`config.mk`:
```
export PLATFORM = sky130hd
export DESIGN_NAME = adc_seq_host
export DESIGN_NICKNAME = d
export VERILOG_FILES = /design/src/rtl/adc_seq_pkg.sv /design/src/rtl/adc_half_timer.sv /design/src/rtl/adc_shift_pair.sv /design/src/rtl/adc_result_slot.sv /design/src/rtl/adc_seq_host.sv
export SDC_FILE = /design/constraint.sdc
export NUM_CORES = 1
export LEC_CHECK = 0
export ABC_AREA = 0
export CORE_ASPECT_RATIO = 0.6
export CORE_MARGIN = 8
export CORE_UTILIZATION = 54
export CTS_CLUSTER_DIAMETER = 120
export DETAILED_ROUTE_END_ITERATION = 10
export GPL_TIMING_DRIVEN = 0
export HOLD_SLACK_MARGIN = 0.08
export PLACE_DENSITY = 0.81
export REMOVE_ABC_BUFFERS = 1
export SLEW_MARGIN = 20
export SYNTH_ARGS = -nofsm -noshare
export SYNTH_HDL_FRONTEND = slang
export SYNTH_SLANG_ARGS = --single-unit
```
`constraint.sdc`:
```
create_clock -name clk -period 2.3 [get_ports clk]
set_input_delay 0.23 -clock clk [delete_from_list [all_inputs] [get_ports clk]]
set_output_delay 0.23 -clock clk [all_outputs]
set_load 0.05 [all_outputs]
```
`src/rtl/adc_seq_pkg.sv`:
```
package adc_seq_pkg;

    localparam int FRAME_BITS = 16;
    localparam int CTRL_BITS  = 12;
    localparam int DATA_BITS  = 12;
    localparam int CHAN_BITS  = 3;
    localparam int GUARD_BITS = FRAME_BITS - DATA_BITS - CHAN_BITS;
    localparam int CNT_BITS   = $clog2(FRAME_BITS + 1);

    typedef enum logic [2:0] {
        PH_IDLE,
        PH_LEAD,
        PH_LOW,
        PH_HIGH,
        PH_TAIL,
        PH_QUIET
    } phase_e;

    typedef struct packed {
        logic [CHAN_BITS-1:0] chan;
        logic [DATA_BITS-1:0] sample;
        logic                 hdr_err;
        logic                 twos;
        logic                 wide;
    } result_t;

endpackage

```
`src/rtl/adc_half_timer.sv`:
```
module adc_half_timer #(
    parameter int DIV_W = 8
) (
    input  logic             clk,
    input  logic             rst_n,
    input  logic             run,
    input  logic [DIV_W-1:0] half,
    output logic             tick
);

    logic [DIV_W-1:0] half_eff;
    logic [DIV_W-1:0] cnt_d, cnt_q;

    always_comb begin
        half_eff = (half < DIV_W'(2)) ? DIV_W'(2) : half;
        tick     = run && (cnt_q == half_eff - DIV_W'(1));
        if (!run)      cnt_d = '0;
        else if (tick) cnt_d = '0;
        else           cnt_d = cnt_q + DIV_W'(1);
    end

    always_ff @(posedge clk or negedge rst_n) begin
        if (!rst_n) cnt_q <= '0;
        else        cnt_q <= cnt_d;
    end

    // a phase is never shorter than two system clocks
    p_tick_spacing_r3: assert property (@(posedge clk) disable iff (!rst_n)
        tick |=> !tick);

endmodule

```
`src/rtl/adc_shift_pair.sv`:
```
module adc_shift_pair
    import adc_seq_pkg::*;
(
    input  logic                  clk,
    input  logic                  rst_n,
    input  logic                  load,
    input  logic                  step,
    input  logic [CTRL_BITS-1:0]  ctrl,
    input  logic                  miso,
    output logic                  mosi,
    output logic [FRAME_BITS-1:0] rx_word,
    output logic [CNT_BITS-1:0]   bit_cnt
);

    typedef struct packed {
        logic [FRAME_BITS-1:0] tx;
        logic [FRAME_BITS-1:0] rx;
        logic [CNT_BITS-1:0]   cnt;
    } sh_t;

    sh_t sh_d, sh_q;

    always_comb begin
        sh_d = sh_q;
        if (load) begin
            sh_d.tx  = {ctrl, {(FRAME_BITS - CTRL_BITS){1'b0}}};
            sh_d.rx  = '0;
            sh_d.cnt = '0;
        end else if (step) begin
            sh_d.tx  = {sh_q.tx[FRAME_BITS-2:0], 1'b0};
            sh_d.rx  = {sh_q.rx[FRAME_BITS-2:0], miso};
            sh_d.cnt = sh_q.cnt + CNT_BITS'(1);
        end
    end

    always_ff @(posedge clk or negedge rst_n) begin
        if (!rst_n) sh_q <= '0;
        else        sh_q <= sh_d;
    end

    assign mosi    = sh_q.tx[FRAME_BITS-1];
    assign rx_word = sh_q.rx;
    assign bit_cnt = sh_q.cnt;

    // the controller never asks for a seventeenth sample
    p_step_limit_r5: assert property (@(posedge clk) disable iff (!rst_n)
        step |-> (sh_q.cnt < CNT_BITS'(FRAME_BITS)));

endmodule

```
`src/rtl/adc_result_slot.sv`:
```
module adc_result_slot
    import adc_seq_pkg::*;
(
    input  logic                  clk,
    input  logic                  rst_n,
    input  logic                  push,
    input  logic [FRAME_BITS-1:0] word,
    input  logic                  twos_in,
    input  logic                  wide_in,
    input  logic                  out_ready,
    output logic                  out_valid,
    output result_t               out_res
);

    typedef struct packed {
        logic    valid;
        result_t res;
    } slot_t;

    slot_t   sl_d, sl_q;
    result_t dec;
    logic    guard_err;

    generate
        if (GUARD_BITS > 0) begin : g_guard
            assign guard_err = |word[FRAME_BITS-1 -: GUARD_BITS];
        end else begin : g_noguard
            assign guard_err = 1'b0;
        end
    endgenerate

    always_comb begin
        dec.chan    = word[DATA_BITS +: CHAN_BITS];
        dec.sample  = word[DATA_BITS-1:0];
        dec.hdr_err = guard_err;
        dec.twos    = twos_in;
        dec.wide    = wide_in;

        sl_d = sl_q;
        if (sl_q.valid && out_ready) sl_d.valid = 1'b0;
        if (push) begin
            sl_d.valid = 1'b1;
            sl_d.res   = dec;
        end
    end

    always_ff @(posedge clk or negedge rst_n) begin
        if (!rst_n) sl_q <= '0;
        else        sl_q <= sl_d;
    end

    assign out_valid = sl_q.valid;
    assign out_res   = sl_q.res;

    // a stalled result stays put
    p_hold_r10: assert property (@(posedge clk) disable iff (!rst_n)
        (out_valid && !out_ready) |=> (out_valid && $stable(out_res)));

    // a new result never lands on an unaccepted one
    p_no_overwrite_r10: assert property (@(posedge clk) disable iff (!rst_n)
        push |-> (!sl_q.valid || out_ready));

endmodule

```
`src/rtl/adc_seq_host.sv`:
```
module adc_seq_host
    import adc_seq_pkg::*;
#(
    parameter int DIV_W     = 8,
    parameter int QUIET_CYC = 7,
    parameter int FMT_BIT   = 0,
    parameter int SPAN_BIT  = 1
) (
    input  logic                 clk,
    input  logic                 rst_n,
    input  logic                 start,
    input  logic                 cont_en,
    input  logic [DIV_W-1:0]     div_half,
    input  logic [CTRL_BITS-1:0] ctrl_word,
    output logic                 cs_n,
    output logic                 sclk,
    output logic                 mosi,
    input  logic                 miso,
    output logic                 out_valid,
    input  logic                 out_ready,
    output logic [CHAN_BITS-1:0] out_chan,
    output logic [DATA_BITS-1:0] out_sample,
    output logic                 out_hdr_err,
    output logic                 out_twos,
    output logic                 out_wide
);

    localparam int QUIET_EFF = (QUIET_CYC < 1) ? 1 : QUIET_CYC;
    localparam int QCNT_W    = $clog2(QUIET_EFF + 1);

    typedef struct packed {
        phase_e            ph;
        logic              cs_n;
        logic              sclk;
        logic              pend;
        logic              twos;
        logic              wide;
        logic [QCNT_W-1:0] qcnt;
    } ctl_t;

    ctl_t                  st_d, st_q;
    logic                  tick, run, launch, slot_free;
    logic                  load, step, push;
    logic [FRAME_BITS-1:0] rx_word;
    logic [CNT_BITS-1:0]   bit_cnt;
    result_t               res;

    assign run       = (st_q.ph == PH_LEAD) || (st_q.ph == PH_LOW) ||
                       (st_q.ph == PH_HIGH) || (st_q.ph == PH_TAIL);
    assign slot_free = !out_valid || out_ready;
    assign launch    = (st_q.ph == PH_IDLE) && (st_q.pend || cont_en) && slot_free;

    always_comb begin
        st_d      = st_q;
        load      = 1'b0;
        step      = 1'b0;
        push      = 1'b0;
        st_d.pend = st_q.pend | start;
        case (st_q.ph)
            PH_IDLE: begin
                if (launch) begin
                    st_d.ph   = PH_LEAD;
                    st_d.cs_n = 1'b0;
                    st_d.pend = start;
                    st_d.twos = ctrl_word[FMT_BIT];
                    st_d.wide = ctrl_word[SPAN_BIT];
                    load      = 1'b1;
                end
            end
            PH_LEAD: begin
                if (tick) begin
                    st_d.sclk = 1'b0;
                    st_d.ph   = PH_LOW;
                end
            end
            PH_LOW: begin
                if (tick) begin
                    st_d.sclk = 1'b1;
                    step      = 1'b1;
                    st_d.ph   = (bit_cnt == CNT_BITS'(FRAME_BITS - 1)) ? PH_TAIL : PH_HIGH;
                end
            end
            PH_HIGH: begin
                if (tick) begin
                    st_d.sclk = 1'b0;
                    st_d.ph   = PH_LOW;
                end
            end
            PH_TAIL: begin
                if (tick) begin
                    st_d.cs_n = 1'b1;
                    st_d.qcnt = '0;
                    st_d.ph   = PH_QUIET;
                    push      = 1'b1;
                end
            end
            PH_QUIET: begin
                if (st_q.qcnt == QCNT_W'(QUIET_EFF - 1)) st_d.ph = PH_IDLE;
                else                                     st_d.qcnt = st_q.qcnt + QCNT_W'(1);
            end
            default: st_d.ph = PH_QUIET;
        endcase
    end

    always_ff @(posedge clk or negedge rst_n) begin
        if (!rst_n) begin
            st_q      <= '0;
            st_q.ph   <= PH_QUIET;
            st_q.cs_n <= 1'b1;
            st_q.sclk <= 1'b1;
        end else begin
            st_q <= st_d;
        end
    end

    adc_half_timer #(.DIV_W(DIV_W)) u_timer (
        .clk   (clk),
        .rst_n (rst_n),
        .run   (run),
        .half  (div_half),
        .tick  (tick)
    );

    adc_shift_pair u_shift (
        .clk     (clk),
        .rst_n   (rst_n),
        .load    (load),
        .step    (step),
        .ctrl    (ctrl_word),
        .miso    (miso),
        .mosi    (mosi),
        .rx_word (rx_word),
        .bit_cnt (bit_cnt)
    );

    adc_result_slot u_slot (
        .clk       (clk),
        .rst_n     (rst_n),
        .push      (push),
        .word      (rx_word),
        .twos_in   (st_q.twos),
        .wide_in   (st_q.wide),
        .out_ready (out_ready),
        .out_valid (out_valid),
        .out_res   (res)
    );

    assign cs_n        = st_q.cs_n;
    assign sclk        = st_q.sclk;
    assign out_chan    = res.chan;
    assign out_sample  = res.sample;
    assign out_hdr_err = res.hdr_err;
    assign out_twos    = res.twos;
    assign out_wide    = res.wide;

    // Checker-side count of consecutive chip-select high cycles
    logic [QCNT_W:0] hi_q;
    always_ff @(posedge clk or negedge rst_n) begin
        if (!rst_n)                              hi_q <= '0;
        else if (!cs_n)                          hi_q <= '0;
        else if (hi_q < (QCNT_W + 1)'(QUIET_EFF)) hi_q <= hi_q + 1'b1;
    end

    // the serial clock rests high outside a frame
    p_sclk_rest_r2: assert property (@(posedge clk) disable iff (!rst_n)
        cs_n |-> sclk);

    // a frame closes only after all sixteen bits
    p_full_frame_r2: assert property (@(posedge clk) disable iff (!rst_n)
        $rose(cs_n) |-> (bit_cnt == CNT_BITS'(FRAME_BITS)));

    // the quiet gap is honoured before every frame
    p_quiet_gap_r8: assert property (@(posedge clk) disable iff (!rst_n)
        $fell(cs_n) |-> (hi_q >= (QCNT_W + 1)'(QUIET_EFF)));

    // no frame starts over a waiting result
    p_no_launch_busy_r10: assert property (@(posedge clk) disable iff (!rst_n)
        $fell(cs_n) |-> $past(!out_valid || out_ready));

endmodule

```
# Word-level counts from Yosys, hierarchy flattened
# Cells that the tools add are included.
# op_classes
reduce_logical	22
n_bitwise	1
n_addsub	4
order_cmp	1
n_eq_ne	14
n_mux	28
# ops
cell	count
37-bit two-way mux	2
3-bit two-way mux	8
8-bit two-way mux	3
19-bit two-way mux	1
3-bit case mux with 5 select lines	1
2-bit inequality test, second input constant	5
2-bit nonzero test	5
3-bit equality test, second input constant	3
3-bit AND reduction	3
8-bit by 1-bit adder with 8-bit output, second input constant	1
8-bit equality test	1
8-bit by 2-bit less-than comparator with 1-bit output, second input constant	1
1-bit two-way mux	8
4-bit two-way mux	2
8-bit by 1-bit subtractor with 8-bit output, second input constant	1
3-bit by 2-bit equality test with 1-bit output, second input constant	2
3-bit case mux with 2 select lines	1
5-bit by 1-bit adder with 5-bit output, second input constant	1
5-bit by 4-bit equality test with 1-bit output, second input constant	1
1-bit logical OR	5
5-bit AND reduction	1
1-bit logical AND	4
1-bit case mux with 2 select lines	2
3-bit by 1-bit adder with 3-bit output, second input constant	1
7 further kinds	7
# totals
register_bits	75

# Logic depth before layout (Yosys ltp)
# Gate-level depths: netlist of the first run.
# depth
depth_word	9
mapped_depth	12
ltp_nobuf	10

# By module
# From an unflattened synthesis of the first run, not the netlist that was laid out.
# unflattened
cells_unflattened	328
area_unflattened_um2	3732.3
# by_module_without_submodules
mod	area_each_um2	instances	seq_area_each_um2	cells_each
adc_shift_pair	1614.0	1	825.8	147
adc_result_slot	755.7	1	475.5	41
adc_half_timer	700.7	1	200.2	72
adc_seq_host	661.9	1	280.3	68

# Worst setup path after synthesis of the first run
# No wires, ideal clock.
# synth_path
path_kind	input port to flip-flop
startpoint	input port div_half[4]
endpoint	register u_shift.sh_q[27] (netlist bit)
t_required_ps	2174
t_arrival_ps	2672
cell_stages	11
path_slack_ps	-498
path_buffers	2
path_cell_list	nor4_1 a21oi_1 ha_1 nor2b_1 or3_1 a31oi_1 and4_4 buf_6 a21oi_2 buf_6 a221o_1
# synth_between
elab_chain_len	8
# synth_rtl
item	line	text
start, declared	adc_seq_host.sv:13	input logic [DIV_W-1:0] div_half,
8-bit by 2-bit less-than comparator with 1-bit output	adc_half_timer.sv:15	half_eff = (half < DIV_W'(2)) ? DIV_W'(2) : half;
8-bit two-way mux (*)	adc_half_timer.sv:15	
8-bit by 1-bit subtractor with 8-bit output (*)	adc_half_timer.sv:16	tick = run && (cnt_q == half_eff - DIV_W'(1));
8-bit equality test (*)	adc_half_timer.sv:16	
1-bit logical AND (*)	adc_half_timer.sv:16	
1-bit two-way mux (*)	adc_seq_host.sv:77	if (tick) begin
1-bit two-way mux (*)	adc_seq_host.sv:59	case (st_q.ph)
2-bit nonzero test (no line) (*)	--	
end signal, assigned	adc_shift_pair.sv:37	if (!rst_n) sh_q <= '0;
end signal, assigned	adc_shift_pair.sv:38	else sh_q <= sh_d;
end, declared	adc_shift_pair.sv:21	sh_t sh_d, sh_q;
# Every way passes the cells marked *; elsewhere a longest branch is shown, timed or not.
# A chain may end at the register's enable or synchronous reset.

# Worst setup path in the final report of the first run
# layout_path
startpoint	input port div_half[6]
endpoint	register u_shift.sh_q (netlist bit u_shift.bit_cnt[3])
# The elaborated chain is that of the path after synthesis.

==> flow_metrics.tcl, run 1 <==
set metrics [dict create \
    ant_nets 0 \
    area_growth_pct 44.8 \
    rsz0062_at_grt "yes" \
    reg2regPathDepth 8 \
    initial_utilization 0.557 \
    grt_overflow_total 0 \
    netlist_area_um2 3400 \
    power.density_nw_per_um2 806 \
    worst-path-buf-inv 3 \
    root_buffer "clkbuf_8" \
    grt_pass1_wl_um 16000 \
    relSlewSlack 0.249 \
    synth_top_area_frac 0.493 \
    crit_path_end_kind "flop" \
    critical_path.max_stage_delay_ns 0.39 \
    worstSkewPairLatency_ns 0.36 \
    synthTopCellsByArea "dfrtp_1 (49%), mux2_1 (6.0%), nand2_1 (3.8%), nand3_1 (3.4%), dfstp_2 (3.1%)" \
    leakage_uw 0.00220 \
    cap_violations 0 \
    rows 22 \
    htreeDepth 3 \
    switchingPower_uw 1420 \
    design.die.area_um2 9180 \
    finalHoldViolCount 0 \
    power_uw 3970 \
    violations "setup timing" \
    layout-drive-gt1-share 0.308 \
    drc_errors 0 \
    peakVddDrop_mv 0.581 \
    avgViaCountPerCell 6.61 \
    layout_min_cycle_time_ns 2.60 \
    clock_sinks 71 \
    io_buffers 47 \
    reg2reg_to "u_shift.bit_cnt[3]$_DFFE_PN0P_" \
    nets 442 \
    ys_seq_area_frac 0.524 \
    fin_ws_ns -0.303 \
    slew_violations 0 \
    fin_crit_sh 1.13 \
    track_usage 0.217 \
    r2r_setup_slack_ns -0.24 \
    hp-class "input port to asynchronous set/reset pin" \
    netlist_instances 315 \
    ioPinCount 48 \
    path_delay_family "simple AND/OR/NAND/NOR gates" \
    grt_pass1_vias 3029 \
    synth_cell_types 56 \
    max_freq_ghz 0.384 \
    synth_edf_count 0 \
    place_congestion 0.824 \
    syn_area_per_cell_um2 10.8 \
    cts_tree "built" \
    final_core_util 0.806 \
    required_ns 2.54 \
    yosysWarnings 0 \
    crit_path_start "div_half[6]" \
    antenna_found_initial 0 \
    hpwlAfterDp_um 5030 \
    cts.path.max_buffers 2 \
    setup_viol 68 \
    die_x_um 118 \
    clk_pin_slew_worst_paths_ns 0.07 \
    firstDrtPassIters 5 \
    seq_power_share 0.430 \
    synth_seq_cells 71 \
    r2r_start "u_timer.cnt_q[0]$_DFF_PN0_" \
    p_int_uw 2560 \
    num_vias 3298 \
    slowest_stage "and4_4" \
    crit_arrival_ns 2.84 \
    critPathLaunchType "input port" \
    pwr-share-clk 0.253 \
    fin_worst_skew_ns 0.0101 \
    async_flop_share 1.00 \
    die_h_um 77.5 \
    critPathKind "input port to flop" \
    fp.coreArea_um2 6110 \
    drt-initial-drc-count 381 \
    status "finished, violations left" \
    wirelength_um 12100 \
    crit_chain "clkdlybuf4s15_2 -> nor3_4 -> nand2_1 -> nand2_2 -> ha_4 -> nor2b_4 -> or3_4 -> a31oi_4 -> and4_4 -> buf_4 -> buf_6 -> a31oi_1 -> a41o_1" \
    critPathMaxFanout 5 \
    wl_per_cell_um 24.3 \
    antenna-diode-count 0 \
    synth_top_area_cell "dfrtp_1" \
    synth-main-ff-cell "dfrtp_1" \
    cts_buffers 9 \
    combPwrFrac 0.317 \
    grt_max_degree 45 \
    worst_pin_slew_ns 1.12 \
    switching_share 0.356 \
]
## layer usage
metal	vias up	global-route usage	wire (µm)
met3	72	0.0665	1370
li1	1358	-	-
met5	-	0	0
met1	1593	0.289	4700
met4	0	0.0816	611
met2	275	0.330	5450
## per-stage QoR
| step | hold slack (ns) | cells | setup TNS (ns) | area (µm²) | setup WS [ns] |
|---|---|---|---|---|---|
| floorplan | -0.0656 | 299 | -30.47 | 3320 | -0.668 |
| global placement | 0.445 | 430 | -185.11 | 3890 | -1.65 |
| detailed placement | 0.178 | 432 | -98.21 | 3930 | -1.74 |
| CTS | 0.343 | 481 | -2.06 | 4570 | -0.101 |
| global route | 0.358 | 499 | -17.64 | 4930 | -0.366 |
| finish | 0.330 | 499 | -13.94 | 4930 | -0.303 |
## worst reg2reg max path, cell delays in order, from the launching register on
cell and delay, ns:
dfrtp_2 0.44, or4b_1 0.44, mux2i_1 0.33, o2bb2ai_4 0.21
and4_4 0.39, buf_4 0.15, buf_6 0.12, a31oi_1 0.11
a41o_1 0.24
## cells in the final DEF (no fill, tap or decap), types with 10 or more instances in the layout
cell type and count:
dfrtp_1 66, clkdlybuf4s50_1 38, nand2_1 30, buf_4 27, nand3_1 23, o21ai_1 20, mux2_4 18, nor2_1 17
buf_6 16, and2_1 11, a221o_1 10, clkbuf_8 10
## area by class of cell
class                           instances  area (µm²)
Fill cell                             323        1180
Multi-Input combinational cell        231        1900
Tap cell                               84         105
Clock inverter                          3        42.5
Inverter                                4        15.0
Clock buffer                           13         149
Sequential cell                        71        1780
Timing Repair Buffer                   93         928
## kinds of logic (layout without fill, tap and decap cells)
kind of cell,Yosys count,count (layout),share of synthesized area
adders and majority gates,6,6,0.0221
and+or+nand+nor,121,127,0.191
muxes,20,20,0.0655
buffers and inverters,20,113,0.0291
xor gates and xnor gates,11,11,0.0283
DFF,71,71,0.524
AOI/OAI and AO/OA,66,67,0.141
## repair_timing
action | in CTS | in global routing
gates resized for setup | 73 | 42
hold buffers | 1 | 0
pin swaps | 15 | 23
endpoints found under the hold margin | 27 | 0
buffers inserted | 25 | 18
gates cloned | 7 | 2
endpoints found under the setup margin | 68 | 68
## power groups by stage
stage | logic, µW | clock network (µW) | registers [µW]
finish | 1260 | 1010 | 1710
global route | 1320 | 1060 | 1720
CTS | 934 | 992 | 1660
detailed placement | 801 | 0 | 1670
global placement | 754 | 0 | 1660
floorplan | 541 | 0 | 1650
## sequential cells by signal, indices dropped and copies added, names as in the netlist
name / cells
u_slot.out_res: 18
u_shift.sh_q: 11
u_shift.mosi: 1
st_q: 9
u_timer.cnt_q: 8
u_shift.rx_word: 16
u_slot.out_valid: 1
cs_n: 1
sclk: 1
u_shift.bit_cnt: 5
## worst max-delay path by stage
stage          cells past startpoint  slack (ns)                              end
5_1_grt                           14       -0.37  u_shift.rx_word[15]$_DFFE_PN0P_
4_1_cts                           11       -0.10   u_slot.out_res[17]$_DFFE_PN0P_
6_report                          13       -0.30   u_shift.bit_cnt[3]$_DFFE_PN0P_
2_1_floorplan                      9       -0.67    u_slot.out_res[0]$_DFFE_PN0P_
3_5_place_dp                      10       -1.74   u_slot.out_res[17]$_DFFE_PN0P_
3_3_place_gp                      10       -1.65    u_slot.out_res[5]$_DFFE_PN0P_
## synth_stat cells (all sizes together), types with 3 or more instances
library cell	count
nor2b	3
dfrtp	67
nand2b	4
clkbuf	7
and3	5
nand2	34
a21oi	6
xor2	5
and2	11
dfstp	4
or3	4
ha	6
nor2	20
a221o	10
xnor2	6
buf	9
nor4	3
mux2	18
a21o	4
a31oi	5
nand3	24
or4	3
inv	4
o21ai	21
Power figures use the tool's default switching activity.
==> inputs of run 2 (changes only) <==
--- a/config.mk
+++ b/config.mk
@@ -5,8 +5,7 @@
 export SDC_FILE = /design/constraint.sdc
 export NUM_CORES = 1
 export LEC_CHECK = 0
-export ABC_AREA = 0
-export CORE_ASPECT_RATIO = 0.6
+export CORE_ASPECT_RATIO = 1.5
 export CORE_MARGIN = 8
 export CORE_UTILIZATION = 54
 export CTS_CLUSTER_DIAMETER = 120
==> run 2 against run 1 <==
  * The run still ends with setup timing left
  * Sequential share of layout area rose by 0.62 points
  * Setup slack improved by 0.13 ns
  * Clock skew up 0.0051 ns
  * Critical path depth down 1
  * Register-to-register slack better by 0.06 ns
  * Via count decreased by 7.3%
  * Routed wire length down 13%
  * Die area shrank 0.34%
  * Largest cell class unchanged
  * Highest routed layer unchanged
==> flow_metrics.tcl, run 2 (same netlist as run 1, synthesis figures left out) <==
set metrics [dict create \
    avgViaCountPerCell 6.41 \
    required_ns 2.52 \
    num_vias 3058 \
    firstDrtPassIters 5 \
    timing.hold.ws_ns 0.289 \
    status "finished, violations left" \
    grt_pass1_vias 3069 \
    crit_arrival_ns 2.70 \
    rows 35 \
    ioPinCount 48 \
    crit_path_end_kind "flop" \
    cts_tree "built" \
    relSlewSlack 0.270 \
    root_buffer "clkbuf_8" \
    worst_pin_slew_ns 1.09 \
    cap_violations 0 \
    pre_cts_slack_ns -1.85 \
    critical_path.max_stage_delay_ns 0.38 \
    finalHoldViolCount 0 \
    cts_buffers 9 \
    cts.path.max_buffers 2 \
    grt_overflow_total 0 \
    die_h_um 113 \
    clk_pin_slew_worst_paths_ns 0.07 \
    ant_nets 0 \
    layout_min_cycle_time_ns 2.48 \
    crit_chain "buf_8 -> nor4_4 -> nand2_2 -> nand2_2 -> ha_4 -> xnor2_4 -> and4b_1 -> o211a_1 -> and4_4 -> buf_12 -> nand3_4 -> mux2_1" \
    wirelength_um 10600 \
    leakage_uw 0.00217 \
    initial_utilization 0.555 \
    final_common_cell "dfrtp_1" \
    fin_ws_ns -0.177 \
    drc_errors 0 \
    peakVddDrop_mv 0.724 \
    grt_pass1_wl_um 14900 \
    power.density_nw_per_um2 807 \
    place_congestion 0.808 \
    final_core_util 0.790 \
    antenna_found_initial 0 \
    fp.coreArea_um2 6130 \
    design.die.area_um2 9150 \
    drt-initial-drc-count 263 \
    critPathMaxFanout 6 \
    fin_worst_skew_ns 0.0152 \
    grt_max_degree 58 \
    clock_sinks 71 \
    fin_area_um2 4840 \
    layout-drive-gt1-share 0.313 \
    hp-class "input port to asynchronous set/reset pin" \
    worstSkewPairLatency_ns 0.35 \
    largest_reg_flops 18 \
    slowest_stage "nor4_4" \
    rsz0062_at_grt "yes" \
    track_usage 0.208 \
    reg2regPathDepth 5 \
    mostFrequentLayoutCells "dfrtp_1 (66), clkdlybuf4s50_1 (38), nand2_1 (29), nand3_1 (19), nor2_1 (18)" \
    io_buffers 47 \
    htreeDepth 3 \
    area_growth_pct 42.4 \
    place_area_um2 3930 \
    nets 430 \
    fin_crit_sh 1.08 \
    hpwlAfterDp_um 4820 \
    place_inst 422 \
    antenna-diode-count 0 \
    critPathLaunchType "input port" \
    critPathKind "input port to flop" \
    violations "setup timing" \
    final_cells 477 \
    wl_per_cell_um 22.2 \
    crit_top_cell "nand2_2" \
    max_freq_ghz 0.404 \
    setup_viol 59 \
    die_x_um 80.8 \
    slew_violations 0 \
]
-- run 2: path summary, 6_finish.rpt --
path,start,endpoint,slack (ns)
worst min register to register,cs_n$_DFFE_PN1P_,cs_n$_DFFE_PN1P_,0.48
worst min-delay path,rst_n,u_shift.sh_q[27]$_DFFE_PN0P_,0.29
worst max-delay path,div_half[3],u_slot.out_res[1]$_DFFE_PN0P_,-0.18
max in group asynchronous,rst_n,cs_n$_DFFE_PN1P_,1.44
min in group clk,miso,u_shift.rx_word[0]$_DFFE_PN0P_,0.46
worst max register to register,st_q[9]$_DFFE_PN0P_,u_shift.sh_q[30]$_DFFE_PN0P_,-0.18
-- run 2: per-stage QoR --
| stage | power (µW) | TNS, ns |
|---|---|---|
| floorplan | 2190 | -30.47 |
| global placement | 2410 | -190.80 |
| finish | 3910 | -5.65 |
| global route | 4060 | -10.98 |
| CTS | 3710 | -1.96 |
| detailed placement | 2470 | -106.14 |
-- run 2: cell type report --
class                           count  area [µm²]
Inverter                            4        15.0
Multi-Input combinational cell    229        1890
Timing Repair Buffer               83         843
Tap cell                           74        92.6
Sequential cell                    71        1780
Clock inverter                      5        81.3
Clock buffer                       11         141
Fill cell                         362        1290
-- run 2: critical path, delay by kind of cell --
kind                       cells  cell delay [ns]
muxes                          1             0.38
AOI/OAI and AO/OA              1             0.18
adders and majority gates      1             0.22
buffers and inverters          2             0.22
xor gates and xnor gates       1             0.15
and+or+nand+nor                6             1.31
-- run 2: report_power, final --
group          switching [µW]  total [µW]  internal [µW]
combinational             593        1100            502
clock                     480        1120            643
sequential                232        1690           1460
-- run 2: routing by layer --
metal	track usage	vias up	part of all wire
met2	0.347	165	0.54
met5	0	-	0
met3	0.0516	47	0.057
li1	-	1322	-
met1	0.227	1524	0.36
met4	0.125	0	0.042
-- run 2: what timing repair did --
action	in CTS	in global routing
endpoints found under the hold margin	67	0
buffers inserted	23	10
gates cloned	5	0
hold buffers	1	0
resized for setup	67	53
pin swaps	14	19
endpoints found under the setup margin	68	68
==> inputs of run 3 (changes only) <==
--- a/config.mk
+++ b/config.mk
@@ -5,14 +5,15 @@
 export SDC_FILE = /design/constraint.sdc
 export NUM_CORES = 1
 export LEC_CHECK = 0
+export ABC_AREA = 1
 export CORE_ASPECT_RATIO = 1.5
 export CORE_MARGIN = 8
-export CORE_UTILIZATION = 54
+export CORE_UTILIZATION = 55
 export CTS_CLUSTER_DIAMETER = 120
 export DETAILED_ROUTE_END_ITERATION = 10
 export GPL_TIMING_DRIVEN = 0
 export HOLD_SLACK_MARGIN = 0.08
-export PLACE_DENSITY = 0.81
+export PLACE_DENSITY = 0.82
 export REMOVE_ABC_BUFFERS = 1
 export SLEW_MARGIN = 20
 export SYNTH_ARGS = -nofsm -noshare
==> run 3 against run 2 <==
  * The flow now finishes without violations
  * Power is 1.3% lower
  * Global-route usage is 0.37 points lower
  * Highest routed layer unchanged
  * Largest cell class is now registers
  * Critical path type unchanged
  * Maximum frequency is 12% higher
==> flow_metrics.tcl, run 3 <==
set metrics [dict create \
    ant_nets 0 \
    drt-initial-drc-count 206 \
    relSlewSlack 0.487 \
    netlist_area_um2 3580 \
    synth-main-ff-cell "dfrtp_1" \
    htreeDepth 3 \
    synth_seq_cells 71 \
    place_area_um2 4090 \
    worstSkewPairLatency_ns 0.35 \
    grt_pass1_vias 3295 \
    cap_violations 0 \
    critPathKind "input port to flop" \
    track_usage 0.204 \
    leakage_uw 0.00242 \
    peakVddDrop_mv 0.837 \
    clock_sinks 71 \
    design.die.area_um2 9410 \
    fill_cells 482 \
    worst_pin_slew_ns 0.768 \
    async_flop_share 1.00 \
    root_buffer "clkbuf_8" \
    synthTopCellsByArea "dfrtp_1 (47%), nand2_1 (19%), nand3_1 (9.5%), nor2_1 (3.6%), inv_1 (3.2%)" \
    nets 561 \
    yosysWarnings 0 \
    ioPinCount 48 \
    final_common_cell "nand2_1" \
    fin_crit_sh 0.963 \
    crit_arrival_ns 2.44 \
    required_ns 2.53 \
    initial_utilization 0.560 \
    die_h_um 115 \
    antenna_found_initial 0 \
    cts.path.max_buffers 2 \
    fin_worst_skew_ns 0.0105 \
    place_congestion 0.885 \
    ys_seq_area_frac 0.497 \
    seqCellArea_um2 1780 \
    firstDrtPassIters 5 \
    power.density_nw_per_um2 821 \
    syn_area_per_cell_um2 7.76 \
    io_buffers 47 \
    grt_max_degree 61 \
    multiInputGateArea_um2 1770 \
    synth_edf_count 0 \
    cts_buffers 9 \
    power_uw 3860 \
    timing.hold.ws_ns 0.278 \
    clk_pin_slew_worst_paths_ns 0.07 \
    grt_overflow_total 0 \
    layout_min_cycle_time_ns 2.21 \
    critPathLaunchType "input port" \
    netlist_instances 462 \
    fin_area_um2 4700 \
    finalHoldViolCount 0 \
    mostFrequentLayoutCells "nand2_1 (173), dfrtp_1 (67), nand3_1 (66), clkdlybuf4s50_1 (38), inv_1 (27)" \
    setup_viol 0 \
    drc_errors 0 \
    rows 36 \
    wl_per_cell_um 15.5 \
    synth_top_area_frac 0.468 \
    grt_pass1_wl_um 15000 \
    hpwlAfterDp_um 5320 \
    critPathMaxFanout 6 \
    wirelength_um 9440 \
    area_growth_pct 31.0 \
    largest_reg_flops 18 \
    avgViaCountPerCell 5.49 \
    antenna-diode-count 0 \
    num_vias 3347 \
    synth_top_area_cell "dfrtp_1" \
    synth_cell_types 29 \
    crit_path_end_kind "flop" \
    fp.coreArea_um2 6400 \
    cts_tree "built" \
    status "finished, final reports clean" \
    layout-drive-gt1-share 0.178 \
    ys_top_cells_by_count "nand2_1 (184), nand3_1 (68), dfrtp_1 (67), nor2_1 (34), inv_1 (31)" \
    hp-class "input port to asynchronous set/reset pin" \
    max_freq_ghz 0.452 \
    die_x_um 81.9 \
    synth_most_common_cell "nand2_1" \
    slew_violations 0 \
]
[run 3: changes by cell type in the layout (fill, tap and decap cells not counted), sizes merged, moves of 10 or more]
cell / delta
a221o: -10
and2: -11
buf: -15
inv: +29
mux2: -18
nand2: +154
nand3: +47
nor2: +19
o21ai: -12
[run 3: what timing repair did]
item,in CTS,in global routing
setup buffers,13,5
pin swaps,15,18
hold buffers,1,0
resized for setup,49,28
gates cloned,5,0
hold endpoints to repair,68,0
endpoints found under the setup margin,69,58
[run 3: layer usage]
| metal | GRT usage | share of wire | vias up |
|---|---|---|---|
| met4 | 0.120 | 0.043 | 0 |
| met1 | 0.216 | 0.37 | 1595 |
| met2 | 0.354 | 0.53 | 121 |
| li1 | - | - | 1596 |
| met5 | 0 | 0 | - |
| met3 | 0.0469 | 0.051 | 35 |
[run 3: worst paths after layout]
check                                                 end  slack [ns]                 from  cells past startpoint
setup / recovery           u_slot.out_res[14]$_DFFE_PN0P_        0.09          div_half[2]                     20
hold / removal               u_shift.sh_q[29]$_DFFE_PN0P_        0.28                rst_n                      2
setup reg to reg           u_slot.out_res[14]$_DFFE_PN0P_        0.09  st_q[8]$_DFFE_PN1P_                     15
hold reg to reg                          cs_n$_DFFE_PN1P_        0.47     cs_n$_DFFE_PN1P_                      2
max in group asynchronous             st_q[8]$_DFFE_PN1P_        1.47                rst_n                      3
min in group clk           u_shift.rx_word[0]$_DFFE_PN0P_        0.43                 miso                      3
[run 3: layout make-up]
class                   instances  area share
inverters                      36      0.0290
well taps                      76      0.0203
flip-flops and latches         71       0.379
repair buffers                 68       0.152
multi-input cells             343       0.378
clock buffers                  10      0.0293
clock inverters                 6      0.0128
[run 3: metrics by stage]
| step | std cells | utilization | setup WS [ns] | TNS, ns |
|---|---|---|---|---|
| 3_3_place_gp | 569 | 0.635 | -1.36 | -155.91 |
| 4_1_cts | 605 | 0.718 | 0.0122 | 0 |
| 3_5_place_dp | 570 | 0.639 | -1.44 | -73.82 |
| 5_1_grt | 610 | 0.734 | -0.00626 | -0.0132 |
| 2_1_floorplan | 446 | - | -0.0965 | -1.16 |
| 6_report | 610 | 0.734 | 0.0857 | 0 |
[run 3: cells by family after synthesis]
| family | count (synthesis) | share of synthesized area |
|---|---|---|
| buffers and inverters | 52 | 0.0625 |
| adder cells (fa/ha/maj) | 6 | 0.0209 |
| AND/OR/NAND/NOR | 307 | 0.368 |
| XOR/XNOR | 13 | 0.0318 |
| flip-flops | 71 | 0.497 |
| AO/OA/AOI/OAI | 13 | 0.0199 |
[run 3: where the power goes]
group          internal (µW)  switching [µW]  leakage (µW)
logic                    443             851       0.00138
registers               1440             126      0.000949
clock network            524             471     0.0000981
total                   2410            1450       0.00242
[run 3: critical path, stage by stage]
cell     delay, ns
buf_4         0.14
nor2_4        0.11
nand2_2       0.07
nor2_4        0.14
nor2_4        0.06
ha_4          0.19
inv_2         0.06
nand2_1       0.05
nand3_1       0.10
nand2_2       0.08
nor2_4        0.13
nand3_2       0.08
nor2_2        0.11
nand2_2       0.07
nor2_4        0.13
buf_12        0.13
buf_12        0.10
nand3_2       0.22
nand2_1       0.17
nand2_1       0.07
